$ cat src/rtl/align_skew_pkg.sv
package align_skew_pkg;
  typedef enum logic {
    SEQ_IDLE = 1'b0,
    SEQ_RUN  = 1'b1
  } seq_state_e;
endpackage

$ cat src/rtl/align_sync2.sv
module align_sync2 #(
  parameter int W = 1
) (
  input  logic         clk_i,
  input  logic         rst_ni,
  input  logic [W-1:0] d_i,
  output logic [W-1:0] q_o
);
  logic [W-1:0] stg1_q, stg2_q;

  always_ff @(posedge clk_i or negedge rst_ni) begin
    if (!rst_ni) begin
      stg1_q <= '0;
      stg2_q <= '0;
    end else begin
      stg1_q <= d_i;
      stg2_q <= stg1_q;
    end
  end

  assign q_o = stg2_q;
endmodule

$ cat src/rtl/align_req_detect.sv
module align_req_detect #(
  parameter int SEL_W = 2
) (
  input  logic             clk_i,
  input  logic             rst_ni,
  input  logic             hw_mode_i,
  input  logic [SEL_W-1:0] cfg_sel_i,
  input  logic             sw_sync_i,
  output logic             req_o
);
  localparam int BUS_W = SEL_W + 2;

  logic [BUS_W-1:0] raw, syn;
  logic             hw_s, sw_s;
  logic [SEL_W-1:0] sel_s, sel_q;
  logic             sw_q, req_q;
  logic [2:0]       arm_q;
  logic             por_d, chg_d, swe_d;

  assign raw = {hw_mode_i, sw_sync_i, cfg_sel_i};

  align_sync2 #(.W(BUS_W)) i_sync (
    .clk_i (clk_i),
    .rst_ni(rst_ni),
    .d_i   (raw),
    .q_o   (syn)
  );

  assign hw_s  = syn[BUS_W-1];
  assign sw_s  = syn[SEL_W];
  assign sel_s = syn[SEL_W-1:0];

  // arm_q[2] marks that sel_q/sw_q hold real samples, so reset values never look like a change
  assign por_d = arm_q[1] & ~arm_q[2] & hw_s;
  assign chg_d = arm_q[2] & (sel_s != sel_q);
  assign swe_d = arm_q[2] & sw_s & ~sw_q;

  always_ff @(posedge clk_i or negedge rst_ni) begin
    if (!rst_ni) begin
      arm_q <= '0;
      sel_q <= '0;
      sw_q  <= 1'b0;
      req_q <= 1'b0;
    end else begin
      arm_q <= {arm_q[1:0], 1'b1};
      sel_q <= sel_s;
      sw_q  <= sw_s;
      req_q <= por_d | chg_d | swe_d;
    end
  end

  assign req_o = req_q;


  quiet_no_req_chk: assert property (@(posedge clk_i) disable iff (!rst_ni)
    (arm_q[2] && $stable(sel_s) && !$rose(sw_s)) |=> !req_q);
endmodule

$ cat src/rtl/align_seq.sv
module align_seq
  import align_skew_pkg::*;
#(
  parameter int HOLD_CYC = 8,
  parameter int CNT_W    = 7
) (
  input  logic             clk_i,
  input  logic             rst_ni,
  input  logic             req_i,
  input  logic             all_rel_i,
  output logic             start_o,
  output logic             run_o,
  output logic [CNT_W-1:0] cnt_o,
  output logic             done_o
);
  seq_state_e       state_q;
  logic [CNT_W-1:0] cnt_q;
  logic             done_q;

  assign start_o = req_i && (state_q == SEQ_IDLE);

  always_ff @(posedge clk_i or negedge rst_ni) begin
    if (!rst_ni) begin
      state_q <= SEQ_IDLE;
      cnt_q   <= '0;
      done_q  <= 1'b0;
    end else if (start_o) begin
      state_q <= SEQ_RUN;
      cnt_q   <= '0;
      done_q  <= 1'b0;
    end else if (state_q == SEQ_RUN) begin
      if (all_rel_i) begin
        state_q <= SEQ_IDLE;
        done_q  <= 1'b1;
      end else begin
        cnt_q <= cnt_q + 1'b1;
      end
    end
  end

  assign run_o  = (state_q == SEQ_RUN);
  assign cnt_o  = cnt_q;
  assign done_o = done_q;


  merge_req_chk: assert property (@(posedge clk_i) disable iff (!rst_ni)
    (state_q == SEQ_RUN && req_i && !all_rel_i) |=>
      (state_q == SEQ_RUN && cnt_q == $past(cnt_q) + 1'b1));
endmodule

$ cat src/rtl/align_skew_release.sv
module align_skew_release #(
  parameter int HOLD_CYC = 8,
  parameter int SKEW_W   = 6,
  parameter int CNT_W    = 7
) (
  input  logic              clk_i,
  input  logic              rst_ni,
  input  logic              start_i,
  input  logic              run_i,
  input  logic [CNT_W-1:0]  cnt_i,
  input  logic [SKEW_W-1:0] code_i,
  output logic              div_rst_o
);
  logic [SKEW_W-1:0] code_q;
  logic              rel_q;
  logic [CNT_W-1:0]  target;

  assign target = CNT_W'(HOLD_CYC - 1) + CNT_W'(code_q);

  always_ff @(posedge clk_i or negedge rst_ni) begin
    if (!rst_ni) begin
      code_q <= '0;
      rel_q  <= 1'b1;
    end else if (start_i) begin
      code_q <= code_i;
      rel_q  <= 1'b0;
    end else if (run_i && !rel_q && cnt_i == target) begin
      rel_q <= 1'b1;
    end
  end

  assign div_rst_o = ~rel_q;


  stay_released_chk: assert property (@(posedge clk_i) disable iff (!rst_ni)
    (rel_q && !start_i) |=> rel_q);
endmodule

$ cat src/rtl/align_skew_ctrl.sv
module align_skew_ctrl #(
  parameter int NUM_OUT  = 4,
  parameter int SEL_W    = 2,
  parameter int SKEW_W   = 6,
  parameter int HOLD_CYC = 8
) (
  input  logic                      clk_i,
  input  logic                      rst_ni,
  input  logic                      hw_mode_i,
  input  logic [SEL_W-1:0]          cfg_sel_i,
  input  logic                      sw_sync_i,
  input  logic [NUM_OUT*SKEW_W-1:0] skew_code_i,
  output logic [NUM_OUT-1:0]        div_rst_o,
  output logic                      done_o
);
  localparam int CNT_W = $clog2(HOLD_CYC + (1 << SKEW_W));

  logic             req, start, run, all_rel;
  logic [CNT_W-1:0] cnt;
  logic [NUM_OUT-1:0] div_rst_w;

  align_req_detect #(.SEL_W(SEL_W)) i_detect (
    .clk_i    (clk_i),
    .rst_ni   (rst_ni),
    .hw_mode_i(hw_mode_i),
    .cfg_sel_i(cfg_sel_i),
    .sw_sync_i(sw_sync_i),
    .req_o    (req)
  );

  align_seq #(.HOLD_CYC(HOLD_CYC), .CNT_W(CNT_W)) i_seq (
    .clk_i    (clk_i),
    .rst_ni   (rst_ni),
    .req_i    (req),
    .all_rel_i(all_rel),
    .start_o  (start),
    .run_o    (run),
    .cnt_o    (cnt),
    .done_o   (done_o)
  );

  for (genvar g = 0; g < NUM_OUT; g++) begin : g_out
    align_skew_release #(
      .HOLD_CYC(HOLD_CYC),
      .SKEW_W  (SKEW_W),
      .CNT_W   (CNT_W)
    ) i_rel (
      .clk_i    (clk_i),
      .rst_ni   (rst_ni),
      .start_i  (start),
      .run_i    (run),
      .cnt_i    (cnt),
      .code_i   (skew_code_i[g*SKEW_W +: SKEW_W]),
      .div_rst_o(div_rst_w[g])
    );
  end

  assign all_rel   = ~|div_rst_w;
  assign div_rst_o = div_rst_w;


  start_all_held_chk: assert property (@(posedge clk_i) disable iff (!rst_ni)
    start |=> (div_rst_o == {NUM_OUT{1'b1}} && !done_o));


  min_hold_chk: assert property (@(posedge clk_i) disable iff (!rst_ni)
    (run && cnt < CNT_W'(HOLD_CYC - 1)) |=> (div_rst_o == {NUM_OUT{1'b1}}));


  done_released_chk: assert property (@(posedge clk_i) disable iff (!rst_ni)
    done_o |-> (div_rst_o == '0));
endmodule

$ cat config.mk
export PLATFORM = sky130hd
export DESIGN_NAME = align_skew_ctrl
export DESIGN_NICKNAME = d
export VERILOG_FILES = /design/src/rtl/align_skew_pkg.sv /design/src/rtl/align_sync2.sv /design/src/rtl/align_req_detect.sv /design/src/rtl/align_seq.sv /design/src/rtl/align_skew_release.sv /design/src/rtl/align_skew_ctrl.sv
export SDC_FILE = /design/constraint.sdc
export NUM_CORES = 1
export LEC_CHECK = 0
export BUFFER_PORTS_ARGS = -buffer_cell sky130_fd_sc_hd__buf_4
export CAP_MARGIN = 15
export CORE_MARGIN = 5
export CORE_UTILIZATION = 55
export CTS_BUF_LIST = sky130_fd_sc_hd__clkbuf_2
export DETAILED_ROUTE_END_ITERATION = 10
export GPL_TIMING_DRIVEN = 1
export PLACE_DENSITY = 0.81
export SKIP_CTS_REPAIR_TIMING = 1
export SYNTH_ARGS = -nofsm -noshare
export SYNTH_HDL_FRONTEND = slang
export SYNTH_SLANG_ARGS = --single-unit
$ cat constraint.sdc
create_clock -name clk_i -period 1.7 [get_ports clk_i]
set_input_delay 0.085 -clock clk_i [delete_from_list [all_inputs] [get_ports clk_i]]
set_output_delay 0.085 -clock clk_i [all_outputs]
set_load 0.01 [all_outputs]
Yosys cells after proc, flatten, opt, wreduce, memory -nomap -nowiden
Index checks and enable logic that the tools add are counted.
{ "op_classes": {"addsub": 5, "magnitude_cmp": 0, "reduce_logical": 22, "div_mod_pow": 0, "shift": 0, "multipliers": 0, "n_mux": 17, "n_eq_ne": 6, "n_bitwise": 14} }
{ "op_table": {"columns": ["cell", "count"], "rows": [
  ["$add 3x6->7 const A", 4],
  ["$eq 7x7->1", 4],
  ["$mux 7", 3],
  ["$mux 1", 14],
  ["$reduce_bool 2->1", 6],
  ["$logic_and 1x1->1", 9],
  ["$add 7x1->7 const B", 1],
  ["$not 1->1", 7],
  ["$and 1x1->1", 5],
  ["$logic_not 1->1", 4],
  ["$reduce_and 2->1", 2],
  ["$reduce_or 4->1", 1],
  ["$ne 2x1->1 const B", 1],
  ["$ne 2x2->1", 1],
  ["$or 1x1->1", 2]
]} }
{ "totals": {"ramBits": 0, "out_inout_bits": 5, "ff_bits": 52, "in_bits": 30, "n_memories": 0, "latchBits": 0, "mem_bits_ro": 0, "elab_cells": 81} }

Longest topological paths before layout
Gate-level depths: netlist of the first run.
{ "depth": {"word_depth": 5, "ltp_mapped": 7, "depth_no_buf": 7} }

Hierarchy
Synthesis of the first run repeated with hierarchy kept, for this count alone.
{ "unflattened": {"cells_unflattened": 251, "area_unflattened_um2": 2752.6} }
{ "by_module_without_submodules": {"columns": ["module", "instances", "cells_each", "area_each_um2"], "rows": [
  ["align_skew_release", 4, 47, 467.9],
  ["align_seq", 1, 41, 451.7],
  ["align_req_detect", 1, 13, 216.5],
  ["align_sync2", 1, 8, 200.2],
  ["align_skew_ctrl", 1, 1, 12.5]
]} }

Worst setup path before layout of the first run
No wires, ideal clock.
{ "synth_path": {"path_kind": "reg-to-reg", "start": "register g_out[1].i_rel.code_q[0]", "end": "register g_out[1].i_rel.rel_q", "path_stages_with_launch": 6, "n_path_buf": 0, "arrival_ps": 1412, "setup_slack_ps": 225, "required_ps": 1637, "path_cell_list": "dfrtp_1 -> or3_4 -> xnor2_2 -> a221oi_1 -> a31o_1 -> a32o_1"} }
{ "synth_via": {"elab_chain_cells": 4} }
{ "synth_lines": {"columns": ["item", "line_no", "text"], "rows": [
  ["start: declaration", "align_skew_release.sv:14", "logic [SKEW_W-1:0] code_q;"],
  ["start signal: assignment", "align_skew_release.sv:25", "code_q <= code_i;"],
  ["$add 3x6->7", "align_skew_release.sv:18", "assign target = CNT_W'(HOLD_CYC - 1) + CNT_W'(code_q);"],
  ["$eq 7x7->1", "align_skew_release.sv:27", "end else if (run_i && !rel_q && cnt_i == target) begin"],
  ["$logic_and 1x1->1", "align_skew_release.sv:27", null],
  ["$reduce_bool 2->1 (no line)", null, null],
  ["end signal: assignment", "align_skew_release.sv:23", "rel_q <= 1'b1;"],
  ["end signal: assignment", "align_skew_release.sv:26", "rel_q <= 1'b0;"],
  ["end signal: assignment", "align_skew_release.sv:28", "rel_q <= 1'b1;"],
  ["end: declaration", "align_skew_release.sv:15", "logic rel_q;"]
]} }
Every way passes these cells.
A chain may end at the register's enable or synchronous reset.

Final worst setup path of the first run
{ "layout_path": {"start": "register g_out[1].i_rel.code_q[2]", "end": "register g_out[1].i_rel.rel_q"} }
The elaborated chain is that of the path after synthesis.

==> impl_metrics.prom, run 1 <==
# TYPE chip_impl_metric gauge
chip_impl_info{name="status",value="finished, final reports clean"} 1
chip_impl_metric{name="htree_num_levels",unit=""} 2
chip_impl_metric{name="nets_final",unit=""} 385
chip_impl_metric{name="top_level_ports",unit=""} 35
chip_impl_metric{name="detailedRoute.firstPassIterationCount",unit=""} 4
chip_impl_metric{name="clkSlewWorstSetupHoldPaths",unit="ns"} 0.28
chip_impl_metric{name="finalWirelength",unit="mm"} 5.47
chip_impl_metric{name="die_width",unit="microns"} 79.4
chip_impl_info{name="yosys_most_used_dff",value="dfrtp_1"} 1
chip_impl_metric{name="cp_data_required_time",unit="ns"} 2.12
chip_impl_metric{name="slew-limit-headroom",unit="%"} 57.4
chip_impl_metric{name="grt_antenna_before_repair",unit=""} 0
chip_impl_info{name="worstSetupStartpointType",value="flop"} 1
chip_impl_info{name="worst_path_max_delay_cell",value="dfrtp_1"} 1
chip_impl_metric{name="accumulated_negative_setup_slack",unit="ns"} 0
chip_impl_metric{name="io_buffers",unit=""} 34
chip_impl_metric{name="layout-drive-gt1-share",unit="%"} 18.5
chip_impl_metric{name="sequential_to_total_area_share_from_yosys_stat",unit="%"} 49.3
chip_impl_metric{name="grt_usage",unit="%"} 17.7
chip_impl_metric{name="layout.filler_cells",unit=""} 357
chip_impl_info{name="synthTopCellsByCount",value="nand2_1, dfrtp_1, o21ai_0, xor2_1, inv_1"} 1
chip_impl_metric{name="critical_path_buf_inv_count",unit=""} 0
chip_impl_metric{name="power.share.switching",unit="%"} 42.1
chip_impl_metric{name="critical-path-max-stage-delay",unit="ns"} 0.51
chip_impl_metric{name="power-per-cell-area",unit="nW/um^2"} 1630
chip_impl_metric{name="max-clock-path-buffers",unit=""} 2
chip_impl_metric{name="first_iter_violations",unit=""} 101
chip_impl_metric{name="final-hold-violation-count",unit=""} 0
chip_impl_metric{name="numCtsBuffers",unit=""} 5
chip_impl_metric{name="setup_viol",unit=""} 0
chip_impl_metric{name="number_of_synthesized_flops_with_an_enable_pin",unit=""} 0
chip_impl_metric{name="synth_top_cell_area_share",unit="%"} 45.4
chip_impl_metric{name="synth_cell_type_count",unit=""} 42
chip_impl_info{name="path_cells",value="or3_4 -> xnor2_2 -> a221oi_1 -> a31o_1 -> a32o_1"} 1
chip_impl_info{name="clock_tree_from_tritoncts",value="done"} 1
chip_impl_metric{name="detailedPlacementHpwl",unit="mm"} 3.65
chip_impl_metric{name="synthesis.instances",unit=""} 287
chip_impl_metric{name="place.gp.congestion",unit=""} 0.781
chip_impl_metric{name="tightestPinTransition",unit="ns"} 0.639
chip_impl_metric{name="power.share.combinational",unit="%"} 47.8
chip_impl_metric{name="synth_area",unit="sq um"} 2650
chip_impl_metric{name="cp_max_fo",unit=""} 6
chip_impl_metric{name="drc",unit=""} 0
chip_impl_metric{name="grt_pass1_vias",unit=""} 1963
chip_impl_metric{name="worst_ir_drop_vdd",unit="mV"} 0.938
chip_impl_metric{name="place_ws",unit="ns"} 0.0992
chip_impl_metric{name="n_antenna_cell",unit=""} 0
chip_impl_metric{name="footprint_of_the_multi_input_gates",unit="sq um"} 1200
chip_impl_metric{name="grt_start_max_net_pins",unit=""} 53
chip_impl_metric{name="sequential_cell_area",unit="sq um"} 1310
chip_impl_info{name="path_delay_family",value="compound AO/OA/AOI/OAI gates"} 1
chip_impl_metric{name="slew_violations",unit=""} 0
chip_impl_metric{name="synth_fp_nets",unit=""} 322
chip_impl_metric{name="layout_min_cycle_time",unit="ns"} 1.60
chip_impl_metric{name="first_pass_grt_wire_length",unit="mm"} 8.68
chip_impl_info{name="synth_area_leaders",value="dfrtp_1, nand2_1, xor2_1, xnor2_1, dfstp_2"} 1
chip_impl_metric{name="fp-row-count",unit=""} 25
chip_impl_info{name="timing_worst_setup_path_type",value="flop to flop"} 1
chip_impl_metric{name="drv.max_cap_violation_count",unit=""} 0
chip_impl_metric{name="syn_to_final_growth",unit="%"} 25.7
chip_impl_metric{name="route.detailed.vias_per_inst",unit=""} 5.28
chip_impl_metric{name="p_switching",unit="mW"} 2.28
chip_impl_info{name="synth_top_cell_by_area",value="dfrtp_1"} 1
chip_impl_metric{name="async_reset_ff_share",unit="%"} 100
chip_impl_metric{name="leakage",unit="nW"} 1.56
chip_impl_metric{name="floorplan.core_area",unit="sq um"} 4690
chip_impl_metric{name="syn-mean-instance-area",unit="sq um"} 9.22
chip_impl_metric{name="fmax",unit="GHz"} 0.624
chip_impl_metric{name="total_power",unit="mW"} 5.42
chip_impl_metric{name="timing.clock.skew",unit="ns"} 0.0113
chip_impl_info{name="synth_most_common_cell",value="nand2_1"} 1
chip_impl_info{name="setup.worst_path.end_class",value="flop"} 1
chip_impl_metric{name="ys.warnings.count",unit=""} 0
chip_impl_info{name="hold_path.class",value="input port to asynchronous set/reset pin"} 1
chip_impl_metric{name="finalCritPeriodShare",unit="%"} 94.3
chip_impl_metric{name="postRouteAntennaNets",unit=""} 0
chip_impl_metric{name="grt_overflow",unit=""} 0
chip_impl_metric{name="routed_wire_length_per_instance",unit="microns"} 13.5
chip_impl_metric{name="internal_dissipation",unit="mW"} 3.14
chip_impl_metric{name="ys_ff_latch",unit=""} 52
chip_impl_metric{name="clock_latency",unit="ns"} 0.45
chip_impl_metric{name="cts_sink_count",unit=""} 52
chip_impl_metric{name="dr_total_vias",unit=""} 2137
chip_impl_metric{name="clkPwrFrac",unit="%"} 10.3
chip_impl_metric{name="chipHeight",unit="microns"} 79.4
chip_impl_metric{name="critical_path_at",unit="ns"} 2.02
chip_impl_metric{name="p_seq_share",unit="%"} 41.9
chip_impl_metric{name="whs",unit="ns"} 0.147
chip_impl_metric{name="timing.final.ws_setup",unit="ns"} 0.0962
chip_impl_info{name="clk_root_buffer_cell",value="clkbuf_2"} 1
chip_impl_metric{name="die_area",unit="sq um"} 6300
chip_impl_metric{name="floorplan.initialDensity",unit="%"} 56.4
## worst paths after layout
kind / from / endpoint / slack (ns) / cells after the start
max in group asynchronous: rst_ni / g_out[3].i_rel.code_q[4] / 1.13 / 2
min in group clk_i: hw_mode_i / i_detect.i_sync.stg1_q[3] / 0.24 / 2
worst min register to register: i_detect.i_sync.stg1_q[1] / i_detect.i_sync.q_o[1] / 0.39 / 0
worst max-delay path: g_out[1].i_rel.code_q[2] / g_out[1].i_rel.rel_q / 0.1 / 5
worst max register to register: g_out[1].i_rel.code_q[2] / g_out[1].i_rel.rel_q / 0.1 / 5
worst min-delay path: rst_ni / g_out[2].i_rel.code_q[3] / 0.15 / 2
## layout by cell type, fill, tap and decap left out, types with 2 or more instances in the layout
cell type      count
a31oi_1            3
inv_1             17
and3_1             3
dfstp_2            4
o311ai_1           2
inv_6              2
nor3_1             4
nand2_1           70
dfrtp_1           48
nor4_1             2
nand3_1            2
clkbuf_2           5
dlygate4sd3_1     29
nand4_1            7
ha_1               5
xnor2_1           14
o211ai_1           2
xor2_1            21
buf_4             46
nor2_1            11
nand2b_1           4
a221oi_1           2
nand3b_1           3
o21ai_0           19
a21oi_1            3
## power by group through the flow
stage	Combinational (mW)	Sequential, mW	Clock, mW
floorplan	2.09	2.03	0
global placement	2.32	2.27	0
detailed placement	2.40	2.30	0
CTS	2.42	2.27	0.580
global route	2.93	2.35	0.635
finish	2.59	2.27	0.561
## sequential cells by signal (all words and copies together) (netlist names)
register                cells
i_detect.sw_q               1
i_detect.i_sync.q_o         4
i_detect.arm_q              3
i_seq.run_o                 1
i_detect.sel_q              2
g_out.i_rel.code_q         24
i_seq.cnt_o                 7
g_out.i_rel.rel_q           4
i_detect.req_o              1
i_seq.done_o                1
i_detect.i_sync.stg1_q      4
## logic make-up after synthesis
logic type	after synthesis	synth area share (%)
DFF	52	49.3
adders and majority gates	5	2.36
other	1	0.142
xor gates and xnor gates	36	12.2
buffers and inverters	36	5.91
AOI/OAI and AO/OA	42	10.3
and+or+nand+nor	114	19.4
muxes	1	0.378
## routing by layer
metal	GRT usage [%]	wire length, microns	up-vias	share of wire [%]
met5	0	0	-	0
met2	30.3	2800	44	51
li1	-	-	1070	-
met3	3.16	165	10	3.0
met4	7.04	93	0	1.7
met1	22.1	2420	1013	44
## cell type report
class,instances,area share (%)
well taps,54,2.03
clock inverters,3,0.865
repair buffers,75,19.1
multi-input cells,199,36.1
inverters,17,1.92
clock buffers,5,0.752
flip-flops and latches,52,39.2
## through the flow
stage / instance area [sq um] / utilization (%) / cells
after floorplan: 2650 / - / 287
after global placement: 2940 / 62.7 / 364
after detailed placement: 2940 / 62.7 / 364
after CTS: 2990 / 63.8 / 372
after global routing: 3330 / 70.9 / 405
final: 3330 / 70.9 / 405
(Power assumes the default switching activity.)
==> inputs of run 2 (changes only) <==
--- a/config.mk
+++ b/config.mk
@@ -7,12 +7,14 @@
 export LEC_CHECK = 0
 export BUFFER_PORTS_ARGS = -buffer_cell sky130_fd_sc_hd__buf_4
 export CAP_MARGIN = 15
+export CELL_PAD_IN_SITES_DETAIL_PLACEMENT = 1
+export CELL_PAD_IN_SITES_GLOBAL_PLACEMENT = 1
 export CORE_MARGIN = 5
-export CORE_UTILIZATION = 55
+export CORE_UTILIZATION = 45
 export CTS_BUF_LIST = sky130_fd_sc_hd__clkbuf_2
 export DETAILED_ROUTE_END_ITERATION = 10
 export GPL_TIMING_DRIVEN = 1
-export PLACE_DENSITY = 0.81
+export PLACE_DENSITY = 0.85
 export SKIP_CTS_REPAIR_TIMING = 1
 export SYNTH_ARGS = -nofsm -noshare
 export SYNTH_HDL_FRONTEND = slang
==> run 2 against run 1 <==
The run now ends with setup timing left. Sequential power up 3%. Hold slack lost 0.045 ns. Sequential share of layout area decreased by 0.92 points. Fmax fell by 7.4%. First-iteration DRC count is 24% higher. Largest cell class unchanged.
==> impl_metrics.prom, run 2 (synthesis results as in run 1) <==
# TYPE chip_impl_metric gauge
chip_impl_info{name="status",value="finished, violations left"} 1
chip_impl_info{name="violated_checks",value="setup timing"} 1
chip_impl_metric{name="power-per-cell-area",unit="nW/um^2"} 1690
chip_impl_metric{name="postRouteAntennaNets",unit=""} 0
chip_impl_metric{name="routed_wire_length_per_instance",unit="microns"} 17.3
chip_impl_metric{name="timing.final.ws_setup",unit="ns"} -0.0320
chip_impl_metric{name="chipHeight",unit="microns"} 86.7
chip_impl_metric{name="first_iter_violations",unit=""} 125
chip_impl_metric{name="p_switching",unit="mW"} 2.56
chip_impl_metric{name="power.share.combinational",unit="%"} 49.7
chip_impl_metric{name="grt_antenna_before_repair",unit=""} 1
chip_impl_metric{name="finalWirelength",unit="mm"} 7.50
chip_impl_metric{name="final-hold-violation-count",unit=""} 0
chip_impl_metric{name="grt_usage",unit="%"} 18.5
chip_impl_metric{name="max-clock-path-buffers",unit=""} 2
chip_impl_metric{name="slew-limit-headroom",unit="%"} 54.7
chip_impl_metric{name="slew_violations",unit=""} 0
chip_impl_metric{name="clkSlewWorstSetupHoldPaths",unit="ns"} 0.32
chip_impl_metric{name="route.detailed.vias_per_inst",unit=""} 5.33
chip_impl_metric{name="die_area",unit="sq um"} 7520
chip_impl_metric{name="dr_total_vias",unit=""} 2307
chip_impl_metric{name="top_level_ports",unit=""} 35
chip_impl_metric{name="wl_met1",unit="mm"} 3.00
chip_impl_metric{name="largest_register_ff_count",unit=""} 24
chip_impl_metric{name="nets_final",unit=""} 391
chip_impl_info{name="clock_tree_from_tritoncts",value="done"} 1
chip_impl_metric{name="leakage",unit="nW"} 1.59
chip_impl_metric{name="cp_data_required_time",unit="ns"} 2.12
chip_impl_info{name="worstSetupStartpointType",value="flop"} 1
chip_impl_metric{name="cts_sink_count",unit=""} 52
chip_impl_metric{name="fp-row-count",unit=""} 28
chip_impl_info{name="top_register",value="g_out.i_rel.code_q"} 1
chip_impl_metric{name="fmax",unit="GHz"} 0.577
chip_impl_info{name="setup.worst_path.end_class",value="flop"} 1
chip_impl_metric{name="setup_viol",unit=""} 1
chip_impl_metric{name="grt_start_max_net_pins",unit=""} 53
chip_impl_metric{name="grt_overflow",unit=""} 0
chip_impl_metric{name="floorplan.initialDensity",unit="%"} 45.5
chip_impl_info{name="reg_to_reg_critical_path_startpoint",value="g_out[1].i_rel.rel_q"} 1
chip_impl_metric{name="timing.clock.skew",unit="ns"} 0.0317
chip_impl_info{name="clk_root_buffer_cell",value="clkbuf_2"} 1
chip_impl_metric{name="worst_ir_drop_vdd",unit="mV"} 0.842
chip_impl_metric{name="critical_path_at",unit="ns"} 2.15
chip_impl_metric{name="layout.filler_cells",unit=""} 678
chip_impl_metric{name="tightestPinTransition",unit="ns"} 0.679
chip_impl_metric{name="p_seq_share",unit="%"} 40.5
chip_impl_info{name="worst_path_max_delay_cell",value="dfstp_2"} 1
chip_impl_info{name="top_signal_layer_used",value="met4"} 1
chip_impl_metric{name="numCtsBuffers",unit=""} 5
chip_impl_metric{name="power.share.switching",unit="%"} 44.4
chip_impl_metric{name="syn_to_final_growth",unit="%"} 29.0
chip_impl_metric{name="wl_met3",unit="microns"} 333
chip_impl_metric{name="io_buffers",unit=""} 34
chip_impl_metric{name="detailedRoute.firstPassIterationCount",unit=""} 4
chip_impl_info{name="hold_path.class",value="input port to asynchronous set/reset pin"} 1
chip_impl_metric{name="layout-drive-gt1-share",unit="%"} 21.3
chip_impl_metric{name="finalCritPeriodShare",unit="%"} 102
chip_impl_metric{name="grt_pass1_vias",unit=""} 2241
chip_impl_info{name="leading_cell_type_in_the_layout_fill_and_taps_excluded",value="nand2_1"} 1
chip_impl_info{name="path_cells",value="nand4_1 -> and2_1 -> nor2_1 -> o21ai_0 -> o21ai_0"} 1
chip_impl_metric{name="clock_latency",unit="ns"} 0.49
chip_impl_metric{name="wl_met2",unit="mm"} 3.89
chip_impl_metric{name="accumulated_negative_setup_slack",unit="ns"} -0.0320
chip_impl_metric{name="final_util",unit="%"} 58.7
chip_impl_metric{name="drc",unit=""} 0
chip_impl_metric{name="place.gp.congestion",unit=""} 0.834
chip_impl_metric{name="die_width",unit="microns"} 86.7
chip_impl_info{name="timing.critical_path.from",value="g_out[1].i_rel.rel_q"} 1
chip_impl_metric{name="critical-path-max-stage-delay",unit="ns"} 0.63
chip_impl_metric{name="cp_max_fo",unit=""} 6
chip_impl_metric{name="internal_dissipation",unit="mW"} 3.21
chip_impl_metric{name="drv.max_cap_violation_count",unit=""} 0
chip_impl_metric{name="floorplan.core_area",unit="sq um"} 5820
chip_impl_info{name="critical-path-top-cell-by-count",value="o21ai_0"} 1
chip_impl_metric{name="first_pass_grt_wire_length",unit="mm"} 10.7
chip_impl_metric{name="detailedPlacementHpwl",unit="mm"} 4.60
chip_impl_info{name="timing_worst_setup_path_type",value="flop to flop"} 1
chip_impl_info{name="layout.cells.most_common_list",value="nand2_1, buf_4, dfrtp_1"} 1
chip_impl_metric{name="clkPwrFrac",unit="%"} 9.8
chip_impl_metric{name="htree_num_levels",unit=""} 2
chip_impl_metric{name="layout_min_cycle_time",unit="ns"} 1.73
run 2: power by group through the flow:
| stage | Sequential [mW] | Combinational [mW] | Clock (mW) |
|---|---|---|---|
| 6_report | 2.34 | 2.87 | 0.565 |
| 5_1_grt | 2.42 | 3.18 | 0.615 |
| 4_1_cts | 2.33 | 2.53 | 0.552 |
| 3_5_place_dp | 2.35 | 2.49 | 0 |
| 3_3_place_gp | 2.31 | 2.32 | 0 |
| 2_1_floorplan | 2.03 | 2.09 | 0 |
run 2: path summary, 6_finish.rpt:
| kind | slack [ns] | cells after the start | endpoint |
|---|---|---|---|
| setup / recovery | -0.03 | 5 | i_seq.cnt_o[2] |
| hold / removal | 0.10 | 2 | g_out[1].i_rel.code_q[5] |
| setup reg to reg | -0.03 | 5 | i_seq.cnt_o[2] |
| hold reg to reg | 0.39 | 0 | i_detect.arm_q[1] |
| max in group asynchronous | 1.08 | 2 | i_seq.cnt_o[3] |
| min in group clk_i | 0.24 | 2 | i_detect.i_sync.stg1_q[2] |
run 2: stage by stage:
step | std cells | hold slack [ns] | instance area [sq um] | total power [mW] | worst slack [ns]
floorplan | 287 | -0.211 | 2650 | 4.12 | 0.225
global placement | 387 | 0.154 | 2980 | 4.63 | 0.138
detailed placement | 387 | 0.167 | 2980 | 4.84 | 0.0975
CTS | 395 | -0.388 | 3030 | 5.41 | -0.0628
global route | 433 | 0.166 | 3410 | 6.21 | -0.110
finish | 433 | 0.101 | 3410 | 5.78 | -0.0320
run 2: layout make-up:
cell class | instances | area, sq um | area share (%)
Sequential cell | 52 | 1310 | 38.3
Multi-Input combinational cell | 199 | 1220 | 35.7
Timing Repair Buffer | 81 | 681 | 19.9
Tap cell | 75 | 93.8 | 2.75
Inverter | 17 | 63.8 | 1.87
Clock buffer | 5 | 25.0 | 0.733
Clock inverter | 3 | 22.5 | 0.660
Antenna cell | 1 | 2.50 | 0.0733
run 2: metal layers:
layer  global-route usage (%)  vias to the layer above
met2                     34.0                       68
met1                     22.1                     1137
met5                        0                        -
met4                     5.24                        0
li1                         -                     1081
met3                     2.95                       21
run 2: worst max-delay path: cells and delay by family, from the launching register on:
family | cells | cell delay, ns
AO/OA/AOI/OAI | 2 | 0.28
flip-flops | 1 | 0.63
AND/OR/NAND/NOR | 3 | 0.74
